## config.mk

```make
export PLATFORM = sky130hd
export DESIGN_NAME = ctrl_spi_port
export DESIGN_NICKNAME = d
export VERILOG_FILES = /design/src/rtl/ctrl_spi_pkg.sv /design/src/rtl/ctrl_spi_sync.sv /design/src/rtl/ctrl_spi_frame.sv /design/src/rtl/ctrl_spi_regbank.sv /design/src/rtl/ctrl_spi_port.sv
export SDC_FILE = /design/constraint.sdc
export NUM_CORES = 1
export LEC_CHECK = 0
export BUFFER_PORTS_ARGS = -buffer_cell sky130_fd_sc_hd__buf_2
export CAP_MARGIN = 20
export CORE_ASPECT_RATIO = 0.9
export CORE_MARGIN = 3
export CORE_UTILIZATION = 48
export CTS_CLUSTER_DIAMETER = 150
export DETAILED_ROUTE_END_ITERATION = 8
export PLACE_DENSITY = 0.78
export SYNTH_ARGS = -nofsm -noshare
export SYNTH_HDL_FRONTEND = slang
export SYNTH_SLANG_ARGS = --single-unit
```

## constraint.sdc

```tcl
create_clock -name clk -period 4.6 [get_ports clk]
set_clock_uncertainty 0.15 [all_clocks]
set_input_delay 0.69 -clock clk [delete_from_list [all_inputs] [get_ports clk]]
set_output_delay 0.69 -clock clk [all_outputs]
set_load 0.01 [all_outputs]
```

## src/rtl/ctrl_spi_pkg.sv

```systemverilog
package ctrl_spi_pkg;

    localparam int BYTE_BITS  = 8;
    localparam int FRAME_BITS = 3 * BYTE_BITS;
    localparam int HDR_BITS   = 2 * BYTE_BITS;
    localparam int CNT_W      = $clog2(FRAME_BITS + 2);

    // Strap-forced bit positions in fixed-configuration mode
    localparam int CKEN_REG = 0;
    localparam int CKEN_BIT = 7;
    localparam int MSTR_REG = 1;
    localparam int MSTR_BIT = 0;

    typedef logic [BYTE_BITS-1:0] byte_t;

    typedef struct packed {
        logic  vld;
        byte_t addr;
        byte_t data;
    } wr_req_t;

    function automatic byte_t reg_reset_val(input int idx, input logic sa, input logic ms);
        byte_t v;
        v = byte_t'(idx << 4);
        if (sa) begin
            if (idx == CKEN_REG) v[CKEN_BIT] = 1'b1;
            if (idx == MSTR_REG) v[MSTR_BIT] = ms;
        end
        return v;
    endfunction

endpackage

```

## src/rtl/ctrl_spi_sync.sv

```systemverilog
module ctrl_spi_sync #(
    parameter int               WIDTH   = 3,
    parameter int               STAGES  = 2,
    parameter logic [WIDTH-1:0] RST_VAL = '0
) (
    input  logic             clk,
    input  logic             rst,
    input  logic [WIDTH-1:0] d_i,
    output logic [WIDTH-1:0] q_o
);

    logic [WIDTH-1:0] stg_q [STAGES];

    always_ff @(posedge clk) begin
        if (rst) begin
            for (int s = 0; s < STAGES; s++) stg_q[s] <= RST_VAL;
        end else begin
            stg_q[0] <= d_i;
            for (int s = 1; s < STAGES; s++) stg_q[s] <= stg_q[s-1];
        end
    end

    assign q_o = stg_q[STAGES-1];

endmodule

```

## src/rtl/ctrl_spi_frame.sv

```systemverilog
module ctrl_spi_frame
    import ctrl_spi_pkg::*;
#(
    parameter logic [6:0] CHIP_ID = 7'h04
) (
    input  logic    clk,
    input  logic    rst,
    input  logic    standalone_i,
    input  logic    sclk_s,
    input  logic    lat_s,
    input  logic    sdi_s,
    input  byte_t   rd_data_i,
    output byte_t   rd_addr_o,
    output wr_req_t wr_o,
    output logic    sdo_o,
    output logic    sdo_oe_o
);

    localparam logic [CNT_W-1:0] CNT_HDR  = CNT_W'(HDR_BITS);
    localparam logic [CNT_W-1:0] CNT_LAST = CNT_W'(FRAME_BITS - 1);
    localparam logic [CNT_W-1:0] CNT_FULL = CNT_W'(FRAME_BITS);
    localparam logic [CNT_W-1:0] CNT_MAX  = '1;

    logic [FRAME_BITS-1:0] sh_q;
    logic [CNT_W-1:0]      cnt_q;
    logic                  sclk_d, lat_d;
    logic                  oe_q;
    byte_t                 obuf_q;

    logic sclk_rise, sclk_fall, lat_fall, lat_rise;
    logic id_hit_rd, id_hit_wr, rd_hit;

    assign sclk_rise = sclk_s & ~sclk_d;
    assign sclk_fall = ~sclk_s & sclk_d;
    assign lat_fall  = ~lat_s & lat_d;
    assign lat_rise  = lat_s & ~lat_d;

    // After 16 bits the device byte sits in sh_q[15:8]; after 24 in sh_q[23:16]
    assign id_hit_rd = (sh_q[HDR_BITS-1:BYTE_BITS+1] == CHIP_ID) && sh_q[BYTE_BITS];
    assign id_hit_wr = (sh_q[FRAME_BITS-1:HDR_BITS+1] == CHIP_ID) && !sh_q[HDR_BITS];
    assign rd_hit    = !standalone_i && id_hit_rd;
    assign rd_addr_o = sh_q[BYTE_BITS-1:0];

    always_comb begin
        wr_o.vld  = lat_rise && !standalone_i && (cnt_q == CNT_FULL) && id_hit_wr;
        wr_o.addr = sh_q[HDR_BITS-1:BYTE_BITS];
        wr_o.data = sh_q[BYTE_BITS-1:0];
    end

    always_ff @(posedge clk) begin
        if (rst) begin
            sh_q   <= '0;
            cnt_q  <= '0;
            sclk_d <= 1'b0;
            lat_d  <= 1'b1;
            oe_q   <= 1'b0;
            obuf_q <= '0;
        end else begin
            sclk_d <= sclk_s;
            lat_d  <= lat_s;
            if (lat_fall) begin
                cnt_q <= '0;
                oe_q  <= 1'b0;
            end else if (!lat_s) begin
                if (sclk_rise) begin
                    sh_q <= {sh_q[FRAME_BITS-2:0], sdi_s};
                    if (cnt_q != CNT_MAX) cnt_q <= cnt_q + 1'b1;
                    if (cnt_q >= CNT_LAST) oe_q <= 1'b0;
                end else if (sclk_fall) begin
                    if (cnt_q == CNT_HDR && rd_hit) begin
                        obuf_q <= rd_data_i;
                        oe_q   <= 1'b1;
                    end else if (oe_q) begin
                        obuf_q <= {obuf_q[BYTE_BITS-2:0], 1'b0};
                    end
                end
            end else begin
                oe_q <= 1'b0;
            end
        end
    end

    assign sdo_o    = oe_q & obuf_q[BYTE_BITS-1];
    assign sdo_oe_o = oe_q;

    AST_OE_WINDOW: assert property (@(posedge clk) disable iff (rst)
        oe_q |-> (cnt_q >= CNT_HDR && cnt_q <= CNT_LAST));

    AST_OE_OFF_IDLE: assert property (@(posedge clk) disable iff (rst)
        (lat_s && $past(lat_s)) |-> !oe_q);

endmodule

```

## src/rtl/ctrl_spi_regbank.sv

```systemverilog
module ctrl_spi_regbank
    import ctrl_spi_pkg::*;
#(
    parameter int NREG = 8
) (
    input  logic                    clk,
    input  logic                    rst,
    input  logic                    strap_sa_i,
    input  logic                    strap_ms_i,
    input  wr_req_t                 wr_i,
    input  byte_t                   rd_addr_i,
    output byte_t                   rd_data_o,
    output logic [NREG*BYTE_BITS-1:0] regs_o,
    output logic                    standalone_o
);

    localparam int IDX_W = (NREG > 1) ? $clog2(NREG) : 1;

    logic [NREG-1:0][BYTE_BITS-1:0] regs_q;
    logic                           sa_q;
    logic                           wr_en;

    assign wr_en = wr_i.vld && !sa_q && (int'(wr_i.addr) < NREG);

    always_ff @(posedge clk) begin
        if (rst) begin
            sa_q <= strap_sa_i;
            for (int i = 0; i < NREG; i++) regs_q[i] <= reg_reset_val(i, strap_sa_i, strap_ms_i);
        end else if (wr_en) begin
            regs_q[wr_i.addr[IDX_W-1:0]] <= wr_i.data;
        end
    end

    assign rd_data_o    = (int'(rd_addr_i) < NREG) ? regs_q[rd_addr_i[IDX_W-1:0]] : '0;
    assign regs_o       = regs_q;
    assign standalone_o = sa_q;

    AST_REG_NEEDS_WRITE: assert property (@(posedge clk) disable iff (rst)
        (!$stable(regs_q) && !$past(rst)) |-> $past(wr_i.vld));

    AST_STANDALONE_FROZEN: assert property (@(posedge clk) disable iff (rst)
        (sa_q && !$past(rst)) |=> $stable(regs_q));

endmodule

```

## src/rtl/ctrl_spi_port.sv

```systemverilog
module ctrl_spi_port
    import ctrl_spi_pkg::*;
#(
    parameter int         NREG        = 8,
    parameter int         SYNC_STAGES = 2,
    parameter logic [6:0] CHIP_ID     = 7'h04
) (
    input  logic                      clk,
    input  logic                      rst,
    input  logic                      sclk,
    input  logic                      latch_n,
    input  logic                      sdi,
    input  logic                      sdo_pad,
    output logic                      sdo,
    output logic                      sdo_oe,
    output logic                      standalone,
    output logic [NREG*BYTE_BITS-1:0] regs
);

    logic [2:0] pins_s;
    logic       strap_sa;
    wr_req_t    wr_req;
    byte_t      rd_addr, rd_data;

    // Straps: all three control inputs low while reset is held
    assign strap_sa = ~sdi & ~sclk & ~latch_n;

    ctrl_spi_sync #(
        .WIDTH  (3),
        .STAGES (SYNC_STAGES),
        .RST_VAL(3'b100)
    ) u_sync (
        .clk(clk),
        .rst(rst),
        .d_i({latch_n, sclk, sdi}),
        .q_o(pins_s)
    );

    ctrl_spi_frame #(
        .CHIP_ID(CHIP_ID)
    ) u_frame (
        .clk         (clk),
        .rst         (rst),
        .standalone_i(standalone),
        .sclk_s      (pins_s[1]),
        .lat_s       (pins_s[2]),
        .sdi_s       (pins_s[0]),
        .rd_data_i   (rd_data),
        .rd_addr_o   (rd_addr),
        .wr_o        (wr_req),
        .sdo_o       (sdo),
        .sdo_oe_o    (sdo_oe)
    );

    ctrl_spi_regbank #(
        .NREG(NREG)
    ) u_regs (
        .clk         (clk),
        .rst         (rst),
        .strap_sa_i  (strap_sa),
        .strap_ms_i  (sdo_pad),
        .wr_i        (wr_req),
        .rd_addr_i   (rd_addr),
        .rd_data_o   (rd_data),
        .regs_o      (regs),
        .standalone_o(standalone)
    );

endmodule

```

### After elaboration in Yosys (flattened, before gate mapping)

Memories as Yosys holds them, arrays and structs flattened.
Index checks and enable logic that the tools add are counted.

* flip-flop bits (word level): 105
* bits in writable memories: 6
* memories kept: 1

Memories
* u_sync.stg_q: depth 2, width 3, read ports 2, clocked after Yosys merged registers in 0, write ports 2, line ctrl_spi_sync.sv:12 `logic [WIDTH-1:0] stg_q [STAGES];`

* multiplexer cells: 21
* reductions and logical operators: 22
* bitwise operators: 18
* add/sub/neg operators: 1
* $lt $le $gt $ge: 6
* eq/ne operators: 6

Operators with widths (number)
* bitwise mux 64 bit: 1
* 2-to-1 mux 8 bit: 5
* binary-select mux 8 bit (select 3 bit): 1
* demux 8 bit (select 3 bit): 1
* 2-to-1 mux 9 bit: 2
* less-than comparator 8 x 4 -> 1 bit, second input constant: 2
* equality test 7 x 3 -> 1 bit, second input constant: 2
* equality test 5 bit, second input constant: 2
* logical AND 1 bit: 10
* 2-to-1 mux 1 bit: 9
* inverter 1 bit: 9
* AND reduction 3 bit: 3
* less-than comparator 3 x 4 -> 1 bit, second input constant: 2
* nonzero test 2 bit: 4
* AND 1 bit: 7
* 2-to-1 mux 3 bit: 2
* adder 5 x 1 -> 5 bit, second input constant: 1
* greater-or-equal comparator 5 bit, second input constant: 1
* != test 5 bit, second input constant: 1
* AND reduction 5 bit: 1
* greater-or-equal comparator 3 x 1 -> 1 bit, second input constant: 1
* OR reduction 3 bit: 1
* zero test 1 bit: 2
* != test 2 bit, second input constant: 1
* 2 further kinds: 3

### Logic depth before layout (Yosys ltp)

Gate-level depths: netlist (run 1).

* depth after elaboration: 9
* depth in mapped cells: 8

### Cells and area by module

A second synthesis (run 1) with hierarchy kept.

* cell total of the unflattened synthesis: 532
* area, all modules: 5275.1 µm²

Modules (own cells, without submodules)
* ctrl_spi_regbank: area each 3143.0 µm², sequential area each 1331.3 µm², instances 1, cells each 286
* ctrl_spi_frame: area each 1941.9 µm², sequential area each 800.8 µm², instances 1, cells each 230
* ctrl_spi_sync: area each 180.2 µm², sequential area each 120.1 µm², instances 1, cells each 15
* ctrl_spi_port: area each 10.0 µm², sequential area each 0.0 µm², instances 1, cells each 1

### Least setup slack after synthesis (run 1)

No wires, ideal clock.

* kind: register to register
* start: register u_frame.cnt_q[0]
* end: register u_frame.cnt_q[3]
* library setup time: 0.118 ns
* path slack: 2.632 ns
* stages on the path, launching flop included: 8
* arrival: 1.700 ns
* cells stage by stage: dfxtp_1 -> ha_1 -> and3_1 -> ha_1 -> nor4b_2 -> nand4_1 -> xor2_1 -> nor2_1

* cells in the longest elaborated chain, start to end: 2
* elaborated cells between the ends (all ways): 3

Ends and longest elaborated chain
* start, declared: line ctrl_spi_frame.sv:25 `logic [CNT_W-1:0] cnt_q;`
* start signal, assigned: line ctrl_spi_frame.sv:67 `if (cnt_q != CNT_MAX) cnt_q <= cnt_q + 1'b1;`
* branches (longest 2 deep; another with adder 5 x 1 -> 5 bit)

Parallel ways; which one is timed is not known.
A chain may end at the register's enable or synchronous reset.

### Worst setup path after layout (run 1)

* start: register u_frame.sh_q[1]
* end: register u_frame.obuf_q[2]

* cells in the longest elaborated chain, start to end: 4
* elaborated cells between the ends (all ways): 5

Ends and longest elaborated chain
* start, declared: line ctrl_spi_frame.sv:24 `logic [FRAME_BITS-1:0] sh_q;`
* start signal, assigned: line ctrl_spi_frame.sv:66 `sh_q <= {sh_q[FRAME_BITS-2:0], sdi_s};`
* branches (longest 2 deep; another with less-than comparator 8 x 4 -> 1 bit)
* 2-to-1 mux 8 bit *: line ctrl_spi_regbank.sv:34 `assign rd_data_o = (int'(rd_addr_i) < NREG) ? regs_q[rd_addr_i[IDX_W-1:0]] : '0;`
* 2-to-1 mux 8 bit *: line ctrl_spi_frame.sv:70 `if (cnt_q == CNT_HDR && rd_hit) begin`
* end signal, assigned: line ctrl_spi_frame.sv:71 `obuf_q <= rd_data_i;`
* end signal, assigned: line ctrl_spi_frame.sv:74 `obuf_q <= {obuf_q[BYTE_BITS-2:0], 1'b0};`
* end, declared: line ctrl_spi_frame.sv:28 `byte_t obuf_q;`

Mark *: on every way between the ends. The select of a mux whose other input is x is not followed.

==> results of run 1 <==
-- kinds of logic (layout without fill, tap and decap cells) --
group,after synthesis,in the layout,share of synthesized area
fa+ha+maj,3,3,0.00747
mux,87,87,0.226
flops,111,111,0.448
simple gates,195,195,0.215
xor+xnor,3,3,0.00523
buf+inv,45,99,0.0406
compound gates,47,47,0.0568
-- metrics by stage --
step	utilization	std cells	area, sq um
6_report	0.573	671	5680
2_1_floorplan	-	491	5020
3_3_place_gp	0.544	655	5400
4_1_cts	0.573	671	5680
3_5_place_dp	0.544	655	5400
5_1_grt	0.573	671	5680
-- worst paths after layout --
check / endpoint / slack [ns] / startpoint / depth (start not counted)
setup / recovery: u_frame.obuf_q[2] / 2.19 / u_frame.sh_q[1] / 4
hold / removal: u_sync.stg_q[0][5] / 0.28 / u_sync.stg_q[0][2] / 1
setup reg to reg: u_frame.obuf_q[2] / 2.19 / u_frame.sh_q[1] / 4
hold reg to reg: u_sync.stg_q[0][5] / 0.28 / u_sync.stg_q[0][2] / 1
-- placed cells by master (no fill, tap or decap), types with 2 or more instances in the layout --
cell type,netlist,final
dfxtp_1,108,108
and4_1,2,2
nand3_1,8,8
nand3_2,7,7
mux2i_1,63,63
a21oi_1,33,33
nand2_1,60,60
clkinvlp_4,0,2
ha_1,3,3
nand4_1,2,2
mux4_1,15,15
clkinv_4,0,2
nor2_1,23,23
nor2b_1,9,9
xor2_1,2,2
or2_2,3,3
o21ai_1,2,2
edfxtp_1,3,3
mux2_2,8,8
clkbuf_16,0,9
a221oi_1,7,7
buf_2,5,72
and2_1,3,3
inv_6,0,2
nand2b_1,61,61
nor3_1,3,3
nor4b_2,3,3
inv_1,10,10
and3_1,3,3
-- registers in the layout, indices dropped and copies added, names as in the netlist --
name and flops:
u_frame.sdo_oe_o 1, u_frame.cnt_q 5, u_frame.sclk_d 1, u_regs.standalone_o 1, u_frame.obuf_q 8, u_regs.regs_o 64, u_frame.sh_q 24, u_sync.stg_q 6
u_frame.lat_d 1
-- Yosys cell counts, drive strengths merged, types with 4 or more instances --
| master | count |
|---|---|
| a221oi | 7 |
| nor2b | 9 |
| nor2 | 24 |
| mux2 | 8 |
| nand3 | 15 |
| a21oi | 33 |
| nor3 | 4 |
| mux4 | 16 |
| nand2 | 60 |
| mux2i | 63 |
| nor4b | 4 |
| dfxtp | 108 |
| clkbuf | 21 |
| nand2b | 61 |
| buf | 14 |
| inv | 10 |
-- power breakdown --
group	switching [mW]	internal, mW	total, mW
registers	0.00318	0.969	0.972
logic	0.0220	0.0175	0.0395
clock network	0.365	0.372	0.737
-- per-layer routing --
layer | global-route usage | vias up
li1 | - | 1794
met1 | 0.274 | 1791
met2 | 0.345 | 110
met3 | 0.0481 | 10
met4 | 0.0685 | 0
met5 | 0 | -
-- layout make-up --
type | instances | area (sq um)
Inverter | 10 | 37.5
Multi-Input combinational cell | 335 | 2570
Tap cell | 126 | 158
Clock inverter | 7 | 55.1
Timing Repair Buffer | 73 | 380
Clock buffer | 9 | 225
Sequential cell | 111 | 2250
Fill cell | 837 | 4240
==> key figures, run 1 <==
Status
  • Status: finished clean

Detailed routing
  • Post-DRT Antenna Nets: 0
  • Drt pass-1 iters: 4
  • DRC: 0
  • Met2 wire len: 5640 um
  • DR WL met3: 774 um
  • Met1 wire length: 5350 um
  • DR WL/cell: 17.7 um
  • Uppermost layer routed: met4
  • Total number of vias: 3,705
  • Post-DR vias/cell: 5.52
  • Routed wire length: 11,900 um
  • DR iter-0 viols: 285

Floorplanning
  • Total Die Area: 0.0117 sq mm
  • Die Y: 103 um
  • Die Wd: 114 um
  • Core Region: 0.00991 sq mm
  • Row count: 34
  • Initial core utilization: 0.507
  • Io pins: 73

Timing
  • Endpoints failing setup: 0
  • RSZ-0062 raised after global routing: no
  • Fmax: 414 MHz
  • Slew @ Worst Pin: 1.01 ns
  • Rel. slew slack: 0.325
  • Worst setup margin: 2.19 ns
  • Final Cycle Share: 0.525
  • Setup_tns: 0 ns
  • Final Hold Fails: 0
  • Post-route minimum period: 2.41 ns
  • Slew Viols, Final: 0
  • Fin Hold WS: 0.283 ns

Critical path
  • Critical Path Fanout Max: 19
  • Cell family with most CP delay: flip-flops
  • CP peak stage delay: 0.99 ns
  • Crit-path cells: mux4_1 -> mux2_2 -> nand3_1 -> a221oi_1
  • Crit path buffers/inverters: 0
  • Slowest-stage cell, CP: dfxtp_1
  • CP Data Required Time: 4.63 ns
  • CP endpoint kind: register
  • Crit Path Category: register to register
  • Crit path DAT: 2.45 ns
  • Worst setup SP type: register

Synth
  • Yosys top cell area share: 0.430
  • Post-synthesis cell area: 0.00502 sq mm
  • Post-synth EDFFs: 3
  • Synthesized flop and latch total: 111
  • Post-Syn Nets: 500
  • Ys async rst share: 0
  • Post-Syn Area per Cell: 10.2 sq um
  • Top cell type by total area after synthesis: dfxtp_1
  • Main flop type after synthesis: dfxtp_1
  • Cell count after synthesis: 491
  • Synth area leaders: dfxtp_1, mux2i_1, mux4_1, nand2b_1, nand2_1
  • Sequential fraction of the synthesis area: 0.448
  • Yosys warning total: 0
  • Cell variety after synth: 46

Global route
  • Initial antenna violation count: 0
  • GRT Total Usage: 0.209
  • Grt total ovfl: 0
  • Vias in the first global route: 3,684
  • Largest net degree at the start of global routing: 71
  • First-pass GRT wire length: 19,000 um

CTS
  • Total CTS buffers: 9
  • CTS Root Buffer Type: clkbuf_16
  • Clk slew on worst S/H paths: 0.08 ns
  • Clock sink count: 111
  • Post-cts repair resize count: 0
  • TritonCTS clock tree: built
  • Latest clock arrival within the worst-skew pair: 0.35 ns
  • H-tree levels: 3
  • Longest Clk Path Bufs: 2
  • Post-CTS Setup Repair Bufs: 0
  • # hold bufs at CTS: 0

Pwr
  • Power Total: 1.75 mW
  • Pleak: 2.49 nW
  • Power per standard cell area: 308 mW/mm^2
  • Peak supply drop: 237 uV

Place
  • # port buffers: 72
  • RD Place Congestion: 0.835
  • Post-detail-place hpwl: 7860 um
  • Pre-CTS WS: 2.07 ns

Final layout
  • P&R area growth vs syn: 13.0%
  • N_diodes: 0
  • Nets: 549
  • Share of post-route cells with drive strength above 1: 0.211

Hold path
  • Worst min-delay path class: register to register

Run
  • Max-cap violations: 0
No activity file was read; power rests on OpenSTA's default activity.
==> run 2: changes to the inputs <==
--- a/config.mk
+++ b/config.mk
@@ -5,6 +5,7 @@
 export SDC_FILE = /design/constraint.sdc
 export NUM_CORES = 1
 export LEC_CHECK = 0
+export ABC_AREA = 1
 export BUFFER_PORTS_ARGS = -buffer_cell sky130_fd_sc_hd__buf_2
 export CAP_MARGIN = 20
 export CORE_ASPECT_RATIO = 0.9
@@ -12,7 +13,7 @@
 export CORE_UTILIZATION = 48
 export CTS_CLUSTER_DIAMETER = 150
 export DETAILED_ROUTE_END_ITERATION = 8
-export PLACE_DENSITY = 0.78
+export PLACE_DENSITY = 0.77
 export SYNTH_ARGS = -nofsm -noshare
 export SYNTH_HDL_FRONTEND = slang
 export SYNTH_SLANG_ARGS = --single-unit
==> constraint.sdc (replaced) <==
create_clock -name clk -period 2.3 [get_ports clk]
set_clock_uncertainty 0.15 [all_clocks]
set_input_delay 0.345 -clock clk [delete_from_list [all_inputs] [get_ports clk]]
set_output_delay 0.345 -clock clk [all_outputs]
set_load 0.01 [all_outputs]
==> run 2 against run 1 <==
Against the previous run:
- utilization is 1.1 points lower
- sequential cell count stayed put
- die area increased by 7.6%
- largest cell class unchanged
- design area up 8.4%
- setup slack worse by 1.9 ns
- total power increased by 98%
- synthesized area increased by 8.0%
- via count up 43%
==> key figures, run 2 <==
Place
  • Placed cell areas: 0.00588 sq mm (was 0.00540 sq mm)
  • Post-detail-place hpwl: 9830 um (was 7860 um)
  • Pre-CTS WS: 0.349 ns (was 2.07 ns)
  • RD Place Congestion: 0.887 (was 0.835)
  • # port buffers: 72 (unchanged)
  • Placed cells: 1,005 (was 655)

Critical path
  • CP peak stage delay: 0.33 ns (was 0.99 ns)
  • Crit-path cells: inv_1 -> ha_1 -> inv_1 -> nor2_2 -> nand3_1 -> nor2_2 -> buf_4 -> nand3_2 -> nand2_1 -> nand3_1 (was mux4_1 -> mux2_2 -> nand3_1 -> a221oi_1)
  • Crit path buffers/inverters: 3 (was 0)
  • CP Data Required Time: 2.38 ns (was 4.63 ns)
  • Crit Path Category: register to register (unchanged)
  • Crit path DAT: 2.05 ns (was 2.45 ns)
  • Slowest-stage cell, CP: dfxtp_1 (unchanged)
  • Critical Path Fanout Max: 31 (was 19)
  • CP endpoint kind: register (unchanged)
  • Flop-to-flop setup slack: 0.32 ns (was 2.19 ns)
  • Worst setup SP type: register (unchanged)
  • Cell family with most CP delay: simple AND/OR/NAND/NOR gates (was flip-flops)

Synth
  • Synthesized flop and latch total: 111 (unchanged)
  • Post-Syn Area per Cell: 6.72 sq um (was 10.2 sq um)
  • Synth top cells by count: nand2_1, nor2_1, dfxtp_1 (was dfxtp_1, mux2i_1, nand2b_1)
  • Yosys top cell area share: 0.398 (was 0.430)
  • Main flop type after synthesis: dfxtp_1 (unchanged)
  • Synth area leaders: dfxtp_1, nand2_1, nor2_1, nand3_1, inv_1 (was dfxtp_1, mux2i_1, mux4_1, nand2b_1, nand2_1)
  • Post-Syn Nets: 817 (was 500)
  • Yosys warning total: 0 (unchanged)
  • Sequential fraction of the synthesis area: 0.415 (was 0.448)
  • Ys async rst share: 0 (unchanged)
  • Post-synth EDFFs: 3 (unchanged)
  • Post-synthesis cell area: 0.00543 sq mm (was 0.00502 sq mm)
  • Most common cell in the netlist: nand2_1 (was dfxtp_1)
  • Top cell type by total area after synthesis: dfxtp_1 (unchanged)
  • Cell variety after synth: 33 (was 46)
  • Cell count after synthesis: 808 (was 491)

Pwr
  • Peak supply drop: 478 uV (was 237 uV)
  • Power per standard cell area: 563 mW/mm^2 (was 308 mW/mm^2)
  • Pleak: 3.10 nW (was 2.49 nW)

Final layout
  • Leading cell type in the layout, fill and taps excluded: nand2_1 (was dfxtp_1)
  • Filler cells: 1,087 (was 837)
  • Share of post-route cells with drive strength above 1: 0.158 (was 0.211)
  • Highest-count cells in the layout ignoring fill and taps: nand2_1, nor2_1, dfxtp_1, inv_1, buf_2 (was dfxtp_1, buf_2, mux2i_1, nand2b_1, nand2_1)
  • Fin cells: 1,021 (was 671)
  • Final instance area: 0.00615 sq mm (was 0.00568 sq mm)
  • Final Util: 0.562 (was 0.573)
  • P&R area growth vs syn: 13.4% (was 13.0%)
  • Nets: 873 (was 549)
  • N_diodes: 0 (unchanged)
  • Largest register FFs: 64 (unchanged)

CTS
  • Clk slew on worst S/H paths: 0.07 ns (was 0.08 ns)
  • Latest clock arrival within the worst-skew pair: 0.35 ns (about the same)
  • Total CTS buffers: 9 (unchanged)
  • # hold bufs at CTS: 0 (unchanged)
  • CTS Root Buffer Type: clkbuf_16 (unchanged)
  • TritonCTS clock tree: built (unchanged)
  • H-tree levels: 3 (unchanged)
  • Clock sink count: 111 (unchanged)
  • Post-CTS Setup Repair Bufs: 0 (unchanged)
  • Longest Clk Path Bufs: 2 (unchanged)
  • Post-cts repair resize count: 0 (unchanged)

Timing
  • Worst setup margin: 0.324 ns (was 2.19 ns)
  • Post-route minimum period: 1.98 ns (was 2.41 ns)
  • Setup_tns: 0 ns (unchanged)
  • Final Hold Fails: 0 (unchanged)
  • Final Cycle Share: 0.859 (was 0.525)
  • Rel. slew slack: 0.544 (was 0.325)
  • Fmax: 506 MHz (was 414 MHz)
  • Slew @ Worst Pin: 0.680 ns (was 1.01 ns)
  • Slew Viols, Final: 0 (unchanged)
  • RSZ-0062 raised after global routing: no (unchanged)
  • Endpoints failing setup: 0 (unchanged)

Global route
  • Vias in the first global route: 4,576 (was 3,684)
  • Grt total ovfl: 0 (unchanged)
  • First-pass GRT wire length: 22,900 um (was 19,000 um)
  • GRT Total Usage: 0.223 (was 0.209)
  • Initial antenna violation count: 0 (unchanged)
  • Largest net degree at the start of global routing: 85 (was 71)

Detailed routing
  • DRC: 0 (unchanged)
  • DR WL/cell: 13.7 um (was 17.7 um)
  • DR iter-0 viols: 460 (was 285)
  • Post-DR vias/cell: 5.19 (was 5.52)
  • Routed wire length: 14,000 um (was 11,900 um)
  • Total number of vias: 5,300 (was 3,705)
  • Post-DRT Antenna Nets: 0 (unchanged)
  • Drt pass-1 iters: 5 (was 4)

Floorplanning
  • Total Die Area: 0.0126 sq mm (was 0.0117 sq mm)
  • Io pins: 73 (unchanged)
  • Initial core utilization: 0.496 (was 0.507)
  • Row count: 36 (was 34)
  • Die Wd: 118 um (was 114 um)
  • Die Y: 107 um (was 103 um)
  • Core Region: 0.0109 sq mm (was 0.00991 sq mm)

Hold path
  • Worst min-delay path class: input port to register (was register to register)

Status
  • Status: finished clean (unchanged)

Run
  • Max-cap violations: 0 (unchanged)
==> run 2: cell types whose count changed after synthesis, moves of 9 or more <==
cell / previous run / this run
inv_1: 10 / 87
nor2_1: 23 / 146
mux4_1: 15 / 0
nand3_1: 8 / 67
nor2b_1: 9 / 0
a21oi_1: 33 / 50
mux2i_1: 63 / 0
nand4_1: 2 / 30
nand2_1: 60 / 187
o21ai_0: 1 / 44
nand2b_1: 61 / 0
==> run 2: kinds of logic (layout without fill, tap and decap cells) <==
group                      Yosys count  in the layout  synth area share
and+or+nand+nor                    460            460             0.376
DFF                                111            111             0.415
adders and majority gates            3              3           0.00692
AOI/OAI and AO/OA                   97             97            0.0908
buffers and inverters              136            197             0.109
xor gates and xnor gates             1              1           0.00161
==> run 2: final cells by class <==
cell class | count | area (sq um) | share of cell area
clock inverters | 6 | 36.3 | 0.00590
multi-input cells | 561 | 2580 | 0.420
repair buffers | 90 | 508 | 0.0826
clock buffers | 10 | 239 | 0.0389
inverters | 91 | 342 | 0.0555
well taps | 152 | 190 | 0.0309
flip-flops and latches | 111 | 2250 | 0.366
==> run 2: routing by layer <==
layer / GRT usage / routed length, um
met5: 0 / 0
met2: 0.369 / 6640
met3: 0.0512 / 853
met4: 0.0552 / 178
met1: 0.295 / 6330
==> run 2: through the flow <==
stage / power (mW) / hold WS [ns]
2_1_floorplan: 2.05 / 0.238
3_3_place_gp: 2.07 / 0.245
3_5_place_dp: 2.07 / 0.251
4_1_cts: 3.49 / 0.0412
5_1_grt: 3.58 / 0.0477
6_report: 3.46 / 0.0488
==> run 2: report_power, final <==
| part | leakage (nW) | switching, mW | internal [mW] |
|---|---|---|---|
| Clock | 0.138 | 0.679 | 0.758 |
| Sequential | 0.900 | 0.00787 | 1.94 |
| Combinational | 2.06 | 0.0558 | 0.0219 |
==> run 2: path summary, 6_finish.rpt <==
check	startpoint	end	cells past startpoint
setup / recovery	u_frame.cnt_q[0]	u_regs.regs_o[29]	10
hold / removal	latch_n	u_sync.stg_q[0][2]	2
setup reg to reg	u_frame.cnt_q[0]	u_regs.regs_o[29]	10
hold reg to reg	u_sync.stg_q[0][0]	u_sync.stg_q[0][3]	2
==> run 3: changes to the inputs <==
--- a/config.mk
+++ b/config.mk
@@ -5,7 +5,6 @@
 export SDC_FILE = /design/constraint.sdc
 export NUM_CORES = 1
 export LEC_CHECK = 0
-export ABC_AREA = 1
 export BUFFER_PORTS_ARGS = -buffer_cell sky130_fd_sc_hd__buf_2
 export CAP_MARGIN = 20
 export CORE_ASPECT_RATIO = 0.9
@@ -13,7 +12,7 @@
 export CORE_UTILIZATION = 48
 export CTS_CLUSTER_DIAMETER = 150
 export DETAILED_ROUTE_END_ITERATION = 8
-export PLACE_DENSITY = 0.77
+export PLACE_DENSITY = 0.78
 export SYNTH_ARGS = -nofsm -noshare
 export SYNTH_HDL_FRONTEND = slang
 export SYNTH_SLANG_ARGS = --single-unit
==> run 3 against run 2 <==
Against the previous run:
- setup slack worse by 0.078 ns
- clock power is 10% higher
- sequential power hardly changed
- via count is 28% lower
- largest cell class unchanged
- global-route usage is 1.2 points lower
- design area is 5.3% lower
- total power is 4.5% higher
==> key figures, run 3 (synthesis gave the netlist of run 1 again) <==
Critical path
  • Crit Path Category: register to register (unchanged)
  • FF-to-FF End: u_regs.regs_o[11] (was u_regs.regs_o[29])
  • Critical Path Fanout Max: 6 (was 31)
  • Worst setup SP type: register (unchanged)
  • CP Data Required Time: 2.37 ns (was 2.38 ns)
  • End point of the critical path: u_regs.regs_o[11] (was u_regs.regs_o[29])
  • Worst r2r src: u_sync.stg_q[0][5] (was u_frame.cnt_q[0])
  • CP endpoint kind: register (unchanged)
  • Register-to-Register Path Depth: 5 (was 10)
  • Flop-to-flop setup slack: 0.25 ns (was 0.32 ns)
  • Beginning of the critical path: u_sync.stg_q[0][5] (was u_frame.cnt_q[0])
  • Crit path DAT: 2.12 ns (was 2.05 ns)

Timing
  • Slew @ Worst Pin: 0.807 ns (was 0.680 ns)
  • Fmax: 487 MHz (was 506 MHz)
  • Slew Viols, Final: 0 (unchanged)
  • Final Hold Fails: 0 (unchanged)
  • Post-route minimum period: 2.05 ns (was 1.98 ns)
  • Rel. slew slack: 0.460 (was 0.544)
  • RSZ-0062 raised after global routing: no (unchanged)
  • Final Cycle Share: 0.893 (was 0.859)
  • Setup_tns: 0 ns (unchanged)
  • Endpoints failing setup: 0 (unchanged)

Final layout
  • Leading cell type in the layout, fill and taps excluded: dfxtp_1 (was nand2_1)
  • Largest register FFs: 64 (unchanged)
  • Share of post-route cells with drive strength above 1: 0.237 (was 0.158)
  • P&R area growth vs syn: 16.0% (was 13.4%)
  • Fin cells: 687 (was 1,021)
  • N_diodes: 0 (unchanged)
  • Filler cells: 823 (was 1,087)
  • Nets: 565 (was 873)
  • Highest-count cells in the layout ignoring fill and taps: dfxtp_1, buf_2, mux2i_1, nand2b_1, nand2_1 (was nand2_1, nor2_1, dfxtp_1, inv_1, buf_2)

CTS
  • # hold bufs at CTS: 0 (unchanged)
  • H-tree levels: 3 (unchanged)
  • Longest Clk Path Bufs: 2 (unchanged)
  • Latest clock arrival within the worst-skew pair: 0.35 ns (about the same)
  • Clk slew on worst S/H paths: 0.07 ns (about the same)
  • CTS Root Buffer Type: clkbuf_16 (unchanged)
  • Total CTS buffers: 9 (unchanged)
  • Clock sink count: 111 (unchanged)
  • TritonCTS clock tree: built (unchanged)

Floorplanning
  • Row count: 34 (was 36)
  • Core Region: 0.00991 sq mm (was 0.0109 sq mm)
  • Initial core utilization: 0.507 (was 0.496)
  • Die Y: 103 um (was 107 um)
  • Die Wd: 114 um (was 118 um)
  • Total Die Area: 0.0117 sq mm (was 0.0126 sq mm)
  • Io pins: 73 (unchanged)

Place
  • Placed cells: 671 (was 1,005)
  • RD Place Congestion: 0.851 (was 0.887)
  • Post-detail-place hpwl: 8650 um (was 9830 um)
  • # port buffers: 72 (unchanged)

Detailed routing
  • DRC: 0 (unchanged)
  • Routed wire length: 12,300 um (was 14,000 um)
  • Post-DRT Antenna Nets: 0 (unchanged)
  • Drt pass-1 iters: 4 (was 5)
  • Post-DR vias/cell: 5.58 (was 5.19)
  • DR iter-0 viols: 302 (was 460)
  • DR WL/cell: 17.9 um (was 13.7 um)
  • Total number of vias: 3,836 (was 5,300)

Global route
  • GRT Total Usage: 0.211 (was 0.223)
  • Largest net degree at the start of global routing: 33 (was 85)
  • First-pass GRT wire length: 19,100 um (was 22,900 um)
  • Grt total ovfl: 0 (unchanged)
  • Vias in the first global route: 3,634 (was 4,576)
  • Initial antenna violation count: 0 (unchanged)

Status
  • Status: finished clean (unchanged)

Hold path
  • Worst min-delay path class: input port to register (unchanged)

Pwr
  • Peak supply drop: 443 uV (was 478 uV)
  • Pleak: 2.58 nW (was 3.10 nW)
  • Power per standard cell area: 621 mW/mm^2 (was 563 mW/mm^2)

Run
  • Max-cap violations: 0 (unchanged)
[run 3: how the worst min path moves through the flow]
| stage | from | to | cells after the start |
|---|---|---|---|
| after floorplan | u_sync.stg_q[0][2] | u_sync.stg_q[0][5] | 1 |
| after global placement | u_sync.stg_q[0][2] | u_sync.stg_q[0][5] | 1 |
| after detailed placement | u_sync.stg_q[0][2] | u_sync.stg_q[0][5] | 1 |
| after CTS | latch_n | u_sync.stg_q[0][2] | 2 |
| after global routing | latch_n | u_sync.stg_q[0][2] | 2 |
| final | latch_n | u_sync.stg_q[0][2] | 2 |
[run 3: final cells by class]
| cell class | count | area, sq um | share of cell area |
|---|---|---|---|
| multi-input combinational | 335 | 2570 | 0.441 |
| sequential | 111 | 2250 | 0.387 |
| timing repair buffer | 89 | 500 | 0.0859 |
| clock buffer | 10 | 239 | 0.0410 |
| tap | 126 | 158 | 0.0271 |
| clock inverter | 6 | 67.6 | 0.0116 |
| inverter | 10 | 37.5 | 0.00644 |
[run 3: critical path: stages (launching register included)]
cell and delay, ns:
dfxtp_1 0.43, nor4b_2 0.33, and3_1 0.35, nand3_2 0.26, buf_4 0.26, mux2i_1 0.13
[run 3: power breakdown]
group          total [mW]  switching [mW]  internal [mW]
Combinational      0.0872          0.0468         0.0403
Sequential           1.94         0.00690           1.94
Clock                1.59           0.708          0.878
[run 3: per-stage QoR]
step                      instance area (sq um)  power (mW)  setup WS, ns   util  hold slack (ns)
after CTS                                  5820        3.65         0.143  0.587           0.0414
after global routing                       5830        3.73        0.0821  0.588           0.0520
final                                      5830        3.62         0.246  0.588           0.0529
after detailed placement                   5520        2.08         0.165  0.556            0.257
after floorplan                            5020        2.05         0.332      -            0.239
after global placement                     5520        2.07         0.311  0.556            0.251
[run 3: routing by layer]
| metal | vias up | share of wire | wire length [um] | GRT usage |
|---|---|---|---|---|
| met5 | - | 0 | 0 | 0 |
| met4 | 0 | 0.011 | 138 | 0.0484 |
| met3 | 14 | 0.070 | 865 | 0.0669 |
| met2 | 116 | 0.47 | 5790 | 0.335 |
| met1 | 1875 | 0.45 | 5490 | 0.284 |
| li1 | 1831 | - | - | - |
[run 3: timing repair]
action | 4_1_cts | 5_1_grt
gates resized for setup | 0 | 2
endpoints found under the hold margin | 0 | 0
buffers inserted | 0 | 0
endpoints found under the setup margin | 0 | 11
